$ cat config.mk
export PLATFORM = sky130hd
export DESIGN_NAME = be_lsu_align
export DESIGN_NICKNAME = d
export VERILOG_FILES = /design/src/rtl/be_lsu_pkg.sv /design/src/rtl/be_ea_calc.sv /design/src/rtl/be_store_lanes.sv /design/src/rtl/be_load_extract.sv /design/src/rtl/be_lsu_align.sv
export SDC_FILE = /design/constraint.sdc
export NUM_CORES = 1
export LEC_CHECK = 0
export BUFFER_PORTS_ARGS = -buffer_cell sky130_fd_sc_hd__buf_2
export CAP_MARGIN = 20
export CORE_MARGIN = 2
export CORE_UTILIZATION = 49
export CTS_CLUSTER_DIAMETER = 120
export DETAILED_ROUTE_END_ITERATION = 8
export PLACE_DENSITY = 0.86
export SETUP_SLACK_MARGIN = 0.05
export SYNTH_ARGS = -nofsm -noshare
export SYNTH_HDL_FRONTEND = slang
export SYNTH_SLANG_ARGS = --single-unit
$ cat constraint.sdc
create_clock -name clk -period 5.2 [get_ports clk]
set_input_delay 0.26 -clock clk [delete_from_list [all_inputs] [get_ports clk]]
set_output_delay 0.26 -clock clk [all_outputs]
set_load 0.01 [all_outputs]
$ cat src/rtl/be_lsu_pkg.sv
package be_lsu_pkg;

    typedef enum logic [1:0] {
        SZ_BYTE = 2'b00,
        SZ_HALF = 2'b01,
        SZ_WORD = 2'b10,
        SZ_WALT = 2'b11
    } acc_size_e;

endpackage

$ cat src/rtl/be_ea_calc.sv
module be_ea_calc
    import be_lsu_pkg::*;
#(
    parameter int ADDR_W = 32,
    parameter int OFF_W  = 16,
    parameter int LANE_W = 2
) (
    input  logic [ADDR_W-1:0] base,
    input  logic [OFF_W-1:0]  offset,
    input  acc_size_e         size,
    output logic [ADDR_W-1:0] ea,
    output logic              misaligned
);

    localparam int EXT_W = ADDR_W - OFF_W;

    assign ea = base + {{EXT_W{offset[OFF_W-1]}}, offset};

    always_comb begin
        case (size)
            SZ_BYTE: misaligned = 1'b0;
            SZ_HALF: misaligned = ea[0];
            default: misaligned = |ea[LANE_W-1:0];
        endcase
    end

endmodule

$ cat src/rtl/be_store_lanes.sv
module be_store_lanes
    import be_lsu_pkg::*;
#(
    parameter int DATA_W = 32,
    parameter int LANE_W = 2
) (
    input  acc_size_e          size,
    input  logic [LANE_W-1:0]  lane,
    input  logic [DATA_W-1:0]  wdata,
    output logic [DATA_W/8-1:0] strobe,
    output logic [DATA_W-1:0]  data
);

    localparam int NUM_LANES = DATA_W / 8;

    for (genvar i = 0; i < NUM_LANES; i++) begin : g_lane
        // strobe bit i is the lane at address offset NUM_LANES-1-i
        localparam logic [LANE_W-1:0] OFS = LANE_W'(NUM_LANES - 1 - i);
        assign strobe[i] = (size == SZ_BYTE) ? (lane == OFS) :
                           (size == SZ_HALF) ? (lane[LANE_W-1:1] == OFS[LANE_W-1:1]) :
                                               1'b1;
    end

    assign data = (size == SZ_BYTE) ? {NUM_LANES{wdata[7:0]}} :
                  (size == SZ_HALF) ? {(NUM_LANES/2){wdata[15:0]}} :
                                      wdata;

endmodule

$ cat src/rtl/be_load_extract.sv
module be_load_extract
    import be_lsu_pkg::*;
#(
    parameter int DATA_W = 32,
    parameter int LANE_W = 2
) (
    input  logic [DATA_W-1:0] word,
    input  acc_size_e         size,
    input  logic [LANE_W-1:0] lane,
    input  logic              is_unsigned,
    output logic [DATA_W-1:0] data
);

    localparam int NUM_LANES = DATA_W / 8;
    localparam int SH_W      = LANE_W + 3;

    logic [LANE_W-1:0] lane_rev;
    logic [SH_W-1:0]   sh_byte;
    logic [SH_W-1:0]   sh_half;
    logic [DATA_W-1:0] by_s;
    logic [DATA_W-1:0] hw_s;

    // offset 0 is the most significant lane: shift by the reversed lane index
    assign lane_rev = LANE_W'(NUM_LANES - 1) - lane;
    assign sh_byte  = {lane_rev, 3'b000};
    assign sh_half  = {lane_rev[LANE_W-1:1], 4'b0000};
    assign by_s     = word >> sh_byte;
    assign hw_s     = word >> sh_half;

    always_comb begin
        case (size)
            SZ_BYTE: data = {{(DATA_W-8){~is_unsigned & by_s[7]}}, by_s[7:0]};
            SZ_HALF: data = {{(DATA_W-16){~is_unsigned & hw_s[15]}}, hw_s[15:0]};
            default: data = word;
        endcase
    end

endmodule

$ cat src/rtl/be_lsu_align.sv
module be_lsu_align
    import be_lsu_pkg::*;
#(
    parameter int ADDR_W = 32,
    parameter int DATA_W = 32,
    parameter int OFF_W  = 16
) (
    input  logic                 clk,
    input  logic                 rst_n,
    input  logic                 req_valid,
    input  logic                 req_is_store,
    input  logic [1:0]           req_size,
    input  logic                 req_unsigned,
    input  logic [ADDR_W-1:0]    req_base,
    input  logic [OFF_W-1:0]     req_offset,
    input  logic [DATA_W-1:0]    req_wdata,
    input  logic                 rsp_valid,
    input  logic [DATA_W-1:0]    rsp_word,
    output logic                 mem_valid,
    output logic                 mem_write,
    output logic [ADDR_W-1:0]    mem_addr,
    output logic [DATA_W/8-1:0]  mem_strobe,
    output logic [DATA_W-1:0]    mem_wdata,
    output logic                 misalign,
    output logic                 ld_valid,
    output logic [DATA_W-1:0]    ld_data
);

    localparam int NUM_LANES = DATA_W / 8;
    localparam int LANE_W    = $clog2(NUM_LANES);

    typedef struct packed {
        logic                  mem_valid;
        logic                  mem_write;
        logic [ADDR_W-1:0]     mem_addr;
        logic [NUM_LANES-1:0]  strobe;
        logic [DATA_W-1:0]     wdata;
        logic                  misalign;
        acc_size_e             ctx_size;
        logic [LANE_W-1:0]     ctx_lane;
        logic                  ctx_uns;
        logic                  ld_valid;
        logic [DATA_W-1:0]     ld_data;
    } state_t;

    state_t st_d;
    state_t st_q;

    acc_size_e            size_in;
    logic [ADDR_W-1:0]    ea;
    logic                 mis;
    logic [NUM_LANES-1:0] lane_strb;
    logic [DATA_W-1:0]    lane_data;
    logic [DATA_W-1:0]    ext_data;

    assign size_in = acc_size_e'(req_size);

    be_ea_calc #(
        .ADDR_W (ADDR_W),
        .OFF_W  (OFF_W),
        .LANE_W (LANE_W)
    ) u_ea (
        .base       (req_base),
        .offset     (req_offset),
        .size       (size_in),
        .ea         (ea),
        .misaligned (mis)
    );

    be_store_lanes #(
        .DATA_W (DATA_W),
        .LANE_W (LANE_W)
    ) u_st (
        .size   (size_in),
        .lane   (ea[LANE_W-1:0]),
        .wdata  (req_wdata),
        .strobe (lane_strb),
        .data   (lane_data)
    );

    be_load_extract #(
        .DATA_W (DATA_W),
        .LANE_W (LANE_W)
    ) u_ld (
        .word        (rsp_word),
        .size        (st_q.ctx_size),
        .lane        (st_q.ctx_lane),
        .is_unsigned (st_q.ctx_uns),
        .data        (ext_data)
    );

    always_comb begin
        st_d           = st_q;
        st_d.mem_valid = req_valid & ~mis;
        st_d.misalign  = req_valid & mis;
        st_d.mem_write = req_valid & ~mis & req_is_store;
        st_d.strobe    = (req_valid & ~mis & req_is_store) ? lane_strb : '0;
        if (req_valid) begin
            st_d.mem_addr = {ea[ADDR_W-1:LANE_W], {LANE_W{1'b0}}};
            st_d.wdata    = (req_is_store & ~mis) ? lane_data : '0;
        end
        if (req_valid & ~mis & ~req_is_store) begin
            st_d.ctx_size = size_in;
            st_d.ctx_lane = ea[LANE_W-1:0];
            st_d.ctx_uns  = req_unsigned;
        end
        st_d.ld_valid = rsp_valid;
        if (rsp_valid) begin
            st_d.ld_data = ext_data;
        end
    end

    always_ff @(posedge clk) begin
        if (!rst_n) begin
            st_q <= '0;
        end else begin
            st_q <= st_d;
        end
    end

    assign mem_valid  = st_q.mem_valid;
    assign mem_write  = st_q.mem_write;
    assign mem_addr   = st_q.mem_addr;
    assign mem_strobe = st_q.strobe;
    assign mem_wdata  = st_q.wdata;
    assign misalign   = st_q.misalign;
    assign ld_valid   = st_q.ld_valid;
    assign ld_data    = st_q.ld_data;

endmodule

=== Word-level counts from Yosys, hierarchy flattened ===
Cells that the tools add are included.

* Logic and storage cells: 47
* Input port bits: 120
* Output and inout port bits: 104
* Register bits after elaboration: 107

* Bitwise gates (word level): 11
* Equality and inequality tests: 5
* Shift operators: 2
* Reductions and logical operators: 5
* Add/sub/neg operators: 2
* Multiplexer cells: 11

{| class="wikitable"
|+ Operators with widths
! cell !! count
|-
| 2-to-1 mux 32 bit || 3
|-
| one-hot mux 32 bit (2 select lines) || 1
|-
| adder 32 bit || 1
|-
| right shift 32 x 5 -> 16 bit || 1
|-
| right shift 32 x 5 -> 8 bit || 1
|-
| bitwise AND 1 bit || 7
|-
| == test 2 x 1 -> 1 bit, second input constant || 3
|-
| zero test 2 bit || 3
|-
| 2-to-1 mux 1 bit || 6
|-
| == test 2 bit, second input constant || 2
|-
| NOT 1 bit || 4
|-
| one-hot mux 1 bit (2 select lines) || 1
|-
| AND reduction 2 bit || 1
|-
| OR reduction 2 bit || 1
|-
| subtractor 2 bit, first input constant || 1
|}

=== Logic depth before layout (Yosys ltp) ===
* Word-level depth: 7
* Depth in mapped cells: 9
* Mapped depth without buffers: 9

=== Modules after synthesis ===
Synthesis repeated with hierarchy kept, for this count alone.

* Cells, all modules: 895
* Area, all modules: 8097.8 sq um

{| class="wikitable"
|+ By module, submodules not included
! module !! cells an instance !! area an instance (sq um) !! sequential area each (sq um) !! times used
|-
| be_lsu_align || 486 || 4991.0 || 2142.1 || 1
|-
| be_ea_calc || 244 || 1756.7 || 0.0 || 1
|-
| be_load_extract || 105 || 818.3 || 0.0 || 1
|-
| be_store_lanes || 60 || 531.8 || 0.0 || 1
|}

=== Worst setup path before layout ===
OpenSTA, ideal clock, no wires.

* Path kind: input port to flip-flop
* From: input req_base[0]
* To: register st_q (netlist bit mem_addr[16])
* Stages: 9
* Slack: 2.991 ns
* Data arrival time: 2.085 ns
* Setup time: 0.124 ns
* Data required time: 5.076 ns
* Buffers on the path: 0
* Cells stage by stage: ha_1 > fa_1 > a21o_1 > a311o_1 > a21o_1 > a21oi_1 > o21bai_1 > xnor2_1 > o21ai_0

* Longest elaborated chain between the ends: 1

{| class="wikitable"
|+ RTL lines
! item !! RTL line !! text
|-
| start, declared || be_lsu_align.sv:14 || <nowiki>input logic [ADDR_W-1:0] req_base,</nowiki>
|-
| adder 32 bit || be_ea_calc.sv:17 || <nowiki>assign ea = base + {{EXT_W{offset[OFF_W-1]}}, offset};</nowiki>
|-
| end signal, assigned || be_lsu_align.sv:117 || <nowiki>st_q <= st_d;</nowiki>
|-
| end, declared || be_lsu_align.sv:47 || <nowiki>state_t st_q;</nowiki>
|}

Every way passes these cells.
A chain may end at the register's enable or synchronous reset.

=== Worst setup path after layout ===
* From: input req_base[0]
* To: register st_q (netlist bit mem_wdata[4])

* Longest elaborated chain between the ends: 6

{| class="wikitable"
|+ RTL lines
! item !! RTL line !! text
|-
| adder 32 bit || be_ea_calc.sv:17 ||
|-
| via ea[1] || be_lsu_align.sv:50 || <nowiki>logic [ADDR_W-1:0] ea;</nowiki>
|-
| OR reduction 2 bit || be_ea_calc.sv:23 || <nowiki>default: misaligned = |ea[LANE_W-1:0];</nowiki>
|-
| one-hot mux 1 bit (2 select lines) || be_ea_calc.sv:20 || <nowiki>case (size)</nowiki>
|-
| NOT 1 bit || be_lsu_align.sv:100 || <nowiki>st_d.wdata = (req_is_store & ~mis) ? lane_data : '0;</nowiki>
|-
| bitwise AND 1 bit || be_lsu_align.sv:100 ||
|-
| 2-to-1 mux 32 bit || be_lsu_align.sv:100 ||
|}

The timed path passes the listed nets, and every way through them passes these cells.

==> flow_summary.json <==
{
  "grt_usage": 0.2258,
  "synth-edff-count": 0,
  "post_cts_resized": 0,
  "antenna_found_initial": 0,
  "hold_viol_final": 0,
  "via_per_inst": 5.533,
  "drtAntennaViolNets": 0,
  "cts.sinks": 107,
  "worstPathArrival_ps": 3080,
  "clk_latency_ps": 350,
  "synth_seq_cells": 107,
  "final_cell_mix": "buf_2, dfxtp_1, nand2_1",
  "p_per_area_nw_per_um2": 283.0,
  "start_util": 0.4961,
  "portBuffers": 221,
  "coreArea_sq_um": 13770,
  "worstPathRequired_ps": 5440,
  "fmax_mhz": 352.0,
  "ys_seq_area_frac": 0.3135,
  "cts_tree": "done",
  "die_area_sq_um": 14900,
  "crit_type": "primary input to flop",
  "rsz0062_at_grt": "no",
  "overflow": 0,
  "syn2layout_area_growth_pct": 9.980,
  "ys_warn_count": 0,
  "fin_crit_ps": 2841,
  "hpwl_mm": 12.89,
  "num_vias": 5998,
  "ys_types": 61,
  "syn_inst": 808,
  "fin_skew_ps": 13.44,
  "gp_congestion": 0.9201,
  "diodes": 0,
  "wire_per_inst_microns": 15.83,
  "grt_pass1_vias": 5554,
  "layout_commonest_cell": "buf_2",
  "drv_cap": 0,
  "grt_max_degree": 56,
  "finalSetupViolations": 0,
  "drt_iter0_markers": 401,
  "cts-root-buf": "clkbuf_16",
  "num_rows": 43,
  "final_max_slew_viol_count": 0,
  "drc": 0,
  "htreeDepth": 3,
  "dr.pass1.iters": 5,
  "clockBufferDepth": 2,
  "nFillCells": 1302,
  "syn_avg_cell_area_sq_um": 8.456,
  "drt_wl_total_mm": 17.16,
  "hp-class": "primary input to flop",
  "die_h_microns": 122.1,
  "placed_cell_area_sq_um": 7208,
  "endpoint_kind": "flop",
  "worst_pin_slew_ps": 956.6,
  "syn_area_sq_um": 6833,
  "dieWidth_microns": 122.1,
  "cts_buffers": 9,
  "synth-async-reset-ratio": 0,
  "grt_pass1_wl_mm": 26.90,
  "stdcell_area_sq_um": 7515,
  "fin_nets": 1051,
  "path_clk_slew_ps": 80,
  "drive_above_1_share": 0.2854,
  "cts.hold.buffers_added": 0,
  "hold_slack_ps": 166.0,
  "tns_ps": 0,
  "status": "finished, final reports clean",
  "cts_setup_buffers": 0,
  "start_kind": "primary input",
  "p_leak_nw": 3.520,
  "synthFlopType": "dfxtp_1",
  "path_max_fanout": 26,
  "ios": 224,
  "maxSlewHeadroom": 0.3599,
  "period_share": 0.5463,
  "ir_drop_uv": 142.1
}
kinds of logic after synthesis:
| family | after synthesis | synth area share |
|---|---|---|
| AO/OA/AOI/OAI | 237 | 0.2163 |
| flip-flops | 107 | 0.3135 |
| multiplexers | 56 | 0.09522 |
| adder cells (fa/ha/maj) | 32 | 0.05970 |
| buffers and inverters | 148 | 0.1454 |
| AND/OR/NAND/NOR | 199 | 0.1335 |
| other | 1 | 0.0005488 |
| XOR/XNOR | 28 | 0.03589 |
path summary, 6_finish.rpt:
path	startpoint	slack (ps)	cells past startpoint	endpoint
worst min register to register	mem_wdata[23]	450	2	mem_wdata[23]
worst max-delay path	req_base[0]	2360	8	mem_wdata[4]
worst min-delay path	rsp_word[22]	170	3	ld_data[22]
worst max register to register	st_q[35]	2810	4	ld_data[28]
per-stage QoR:
step / total power [mW] / util / worst slack, ps / cells
finish: 2.127 / 0.5456 / 2359 / 1084
global route: 2.248 / 0.5456 / 2190 / 1084
CTS: 2.142 / 0.5442 / 2296 / 1083
detailed placement: 1.471 / 0.5233 / 1928 / 1067
global placement: 1.460 / 0.5233 / 2028 / 1067
floorplan: 1.359 / - / 2991 / 809
metal layers:
layer | GRT usage | up-vias | wire length [microns]
met5 | 0 | - | 0
met4 | 0.1013 | 0 | 562
met3 | 0.02154 | 41 | 932
met2 | 0.3837 | 237 | 8235
met1 | 0.2902 | 2762 | 7425
li1 | - | 2958 | -
state kept, by name, summed over array words and instances, names as in the netlist:
signal and count:
ld_valid 1, mem_wdata 32, mem_addr 30, st_q 5
misalign 1, mem_strobe 4, ld_data 32, mem_valid 1
mem_write 1
power by group:
group / internal [mW] / switching [mW] / total [mW]
clock: 0.335 / 0.335 / 0.670
combinational: 0.236 / 0.305 / 0.541
sequential: 0.880 / 0.0360 / 0.916
total: 1.45 / 0.676 / 2.13
cells in the mapped netlist (3+ instances only):
| master | number | area share |
|---|---|---|
| o21ai_0 | 79 | 0.058 |
| a21o_1 | 9 | 0.0099 |
| o21bai_1 | 5 | 0.0055 |
| buf_1 | 3 | 0.0016 |
| clkdlybuf4s15_2 | 3 | 0.0049 |
| nand4_1 | 10 | 0.0092 |
| buf_4 | 102 | 0.11 |
| o211ai_1 | 5 | 0.0055 |
| mux4_2 | 7 | 0.023 |
| a31oi_1 | 3 | 0.0027 |
| nor2b_1 | 15 | 0.014 |
| xnor2_1 | 16 | 0.021 |
| dfxtp_1 | 107 | 0.31 |
| clkbuf_1 | 30 | 0.016 |
| o22ai_1 | 4 | 0.0037 |
| o21a_1 | 3 | 0.0033 |
| a21boi_0 | 3 | 0.0033 |
| or3_1 | 3 | 0.0027 |
| mux2i_1 | 47 | 0.069 |
| ha_1 | 31 | 0.057 |
| o211a_1 | 8 | 0.012 |
| buf_2 | 3 | 0.0022 |
| nor3_1 | 9 | 0.0066 |
| and2_1 | 3 | 0.0027 |
| a21oi_1 | 73 | 0.053 |
| nand2b_1 | 3 | 0.0027 |
| a22oi_1 | 9 | 0.0099 |
| nand2_1 | 88 | 0.048 |
| a22o_1 | 17 | 0.022 |
| nor2_1 | 39 | 0.021 |
| or2_2 | 3 | 0.0027 |
| nand3b_1 | 7 | 0.0077 |
| nand3_1 | 12 | 0.0088 |
| xor2_1 | 12 | 0.015 |
| and3_1 | 4 | 0.0037 |
final cells by class:
type,count,area (sq um),share of cell area
clock buffers,9,225.2,0.02997
clock inverters,7,61.31,0.008159
inverters,3,11.26,0.001499
multi-input cells,554,3709,0.4935
flip-flops and latches,107,2142,0.2850
well taps,180,225.2,0.02997
repair buffers,224,1141,0.1518
worst max-delay path, stage by stage:
cell and delay (ps):
buf_2 100, ha_1 220, fa_1 640, a21oi_1 120, or2_2 320, nand3_1 600, clkinv_1 500, a22o_1 310
(Power assumes the default switching activity.)
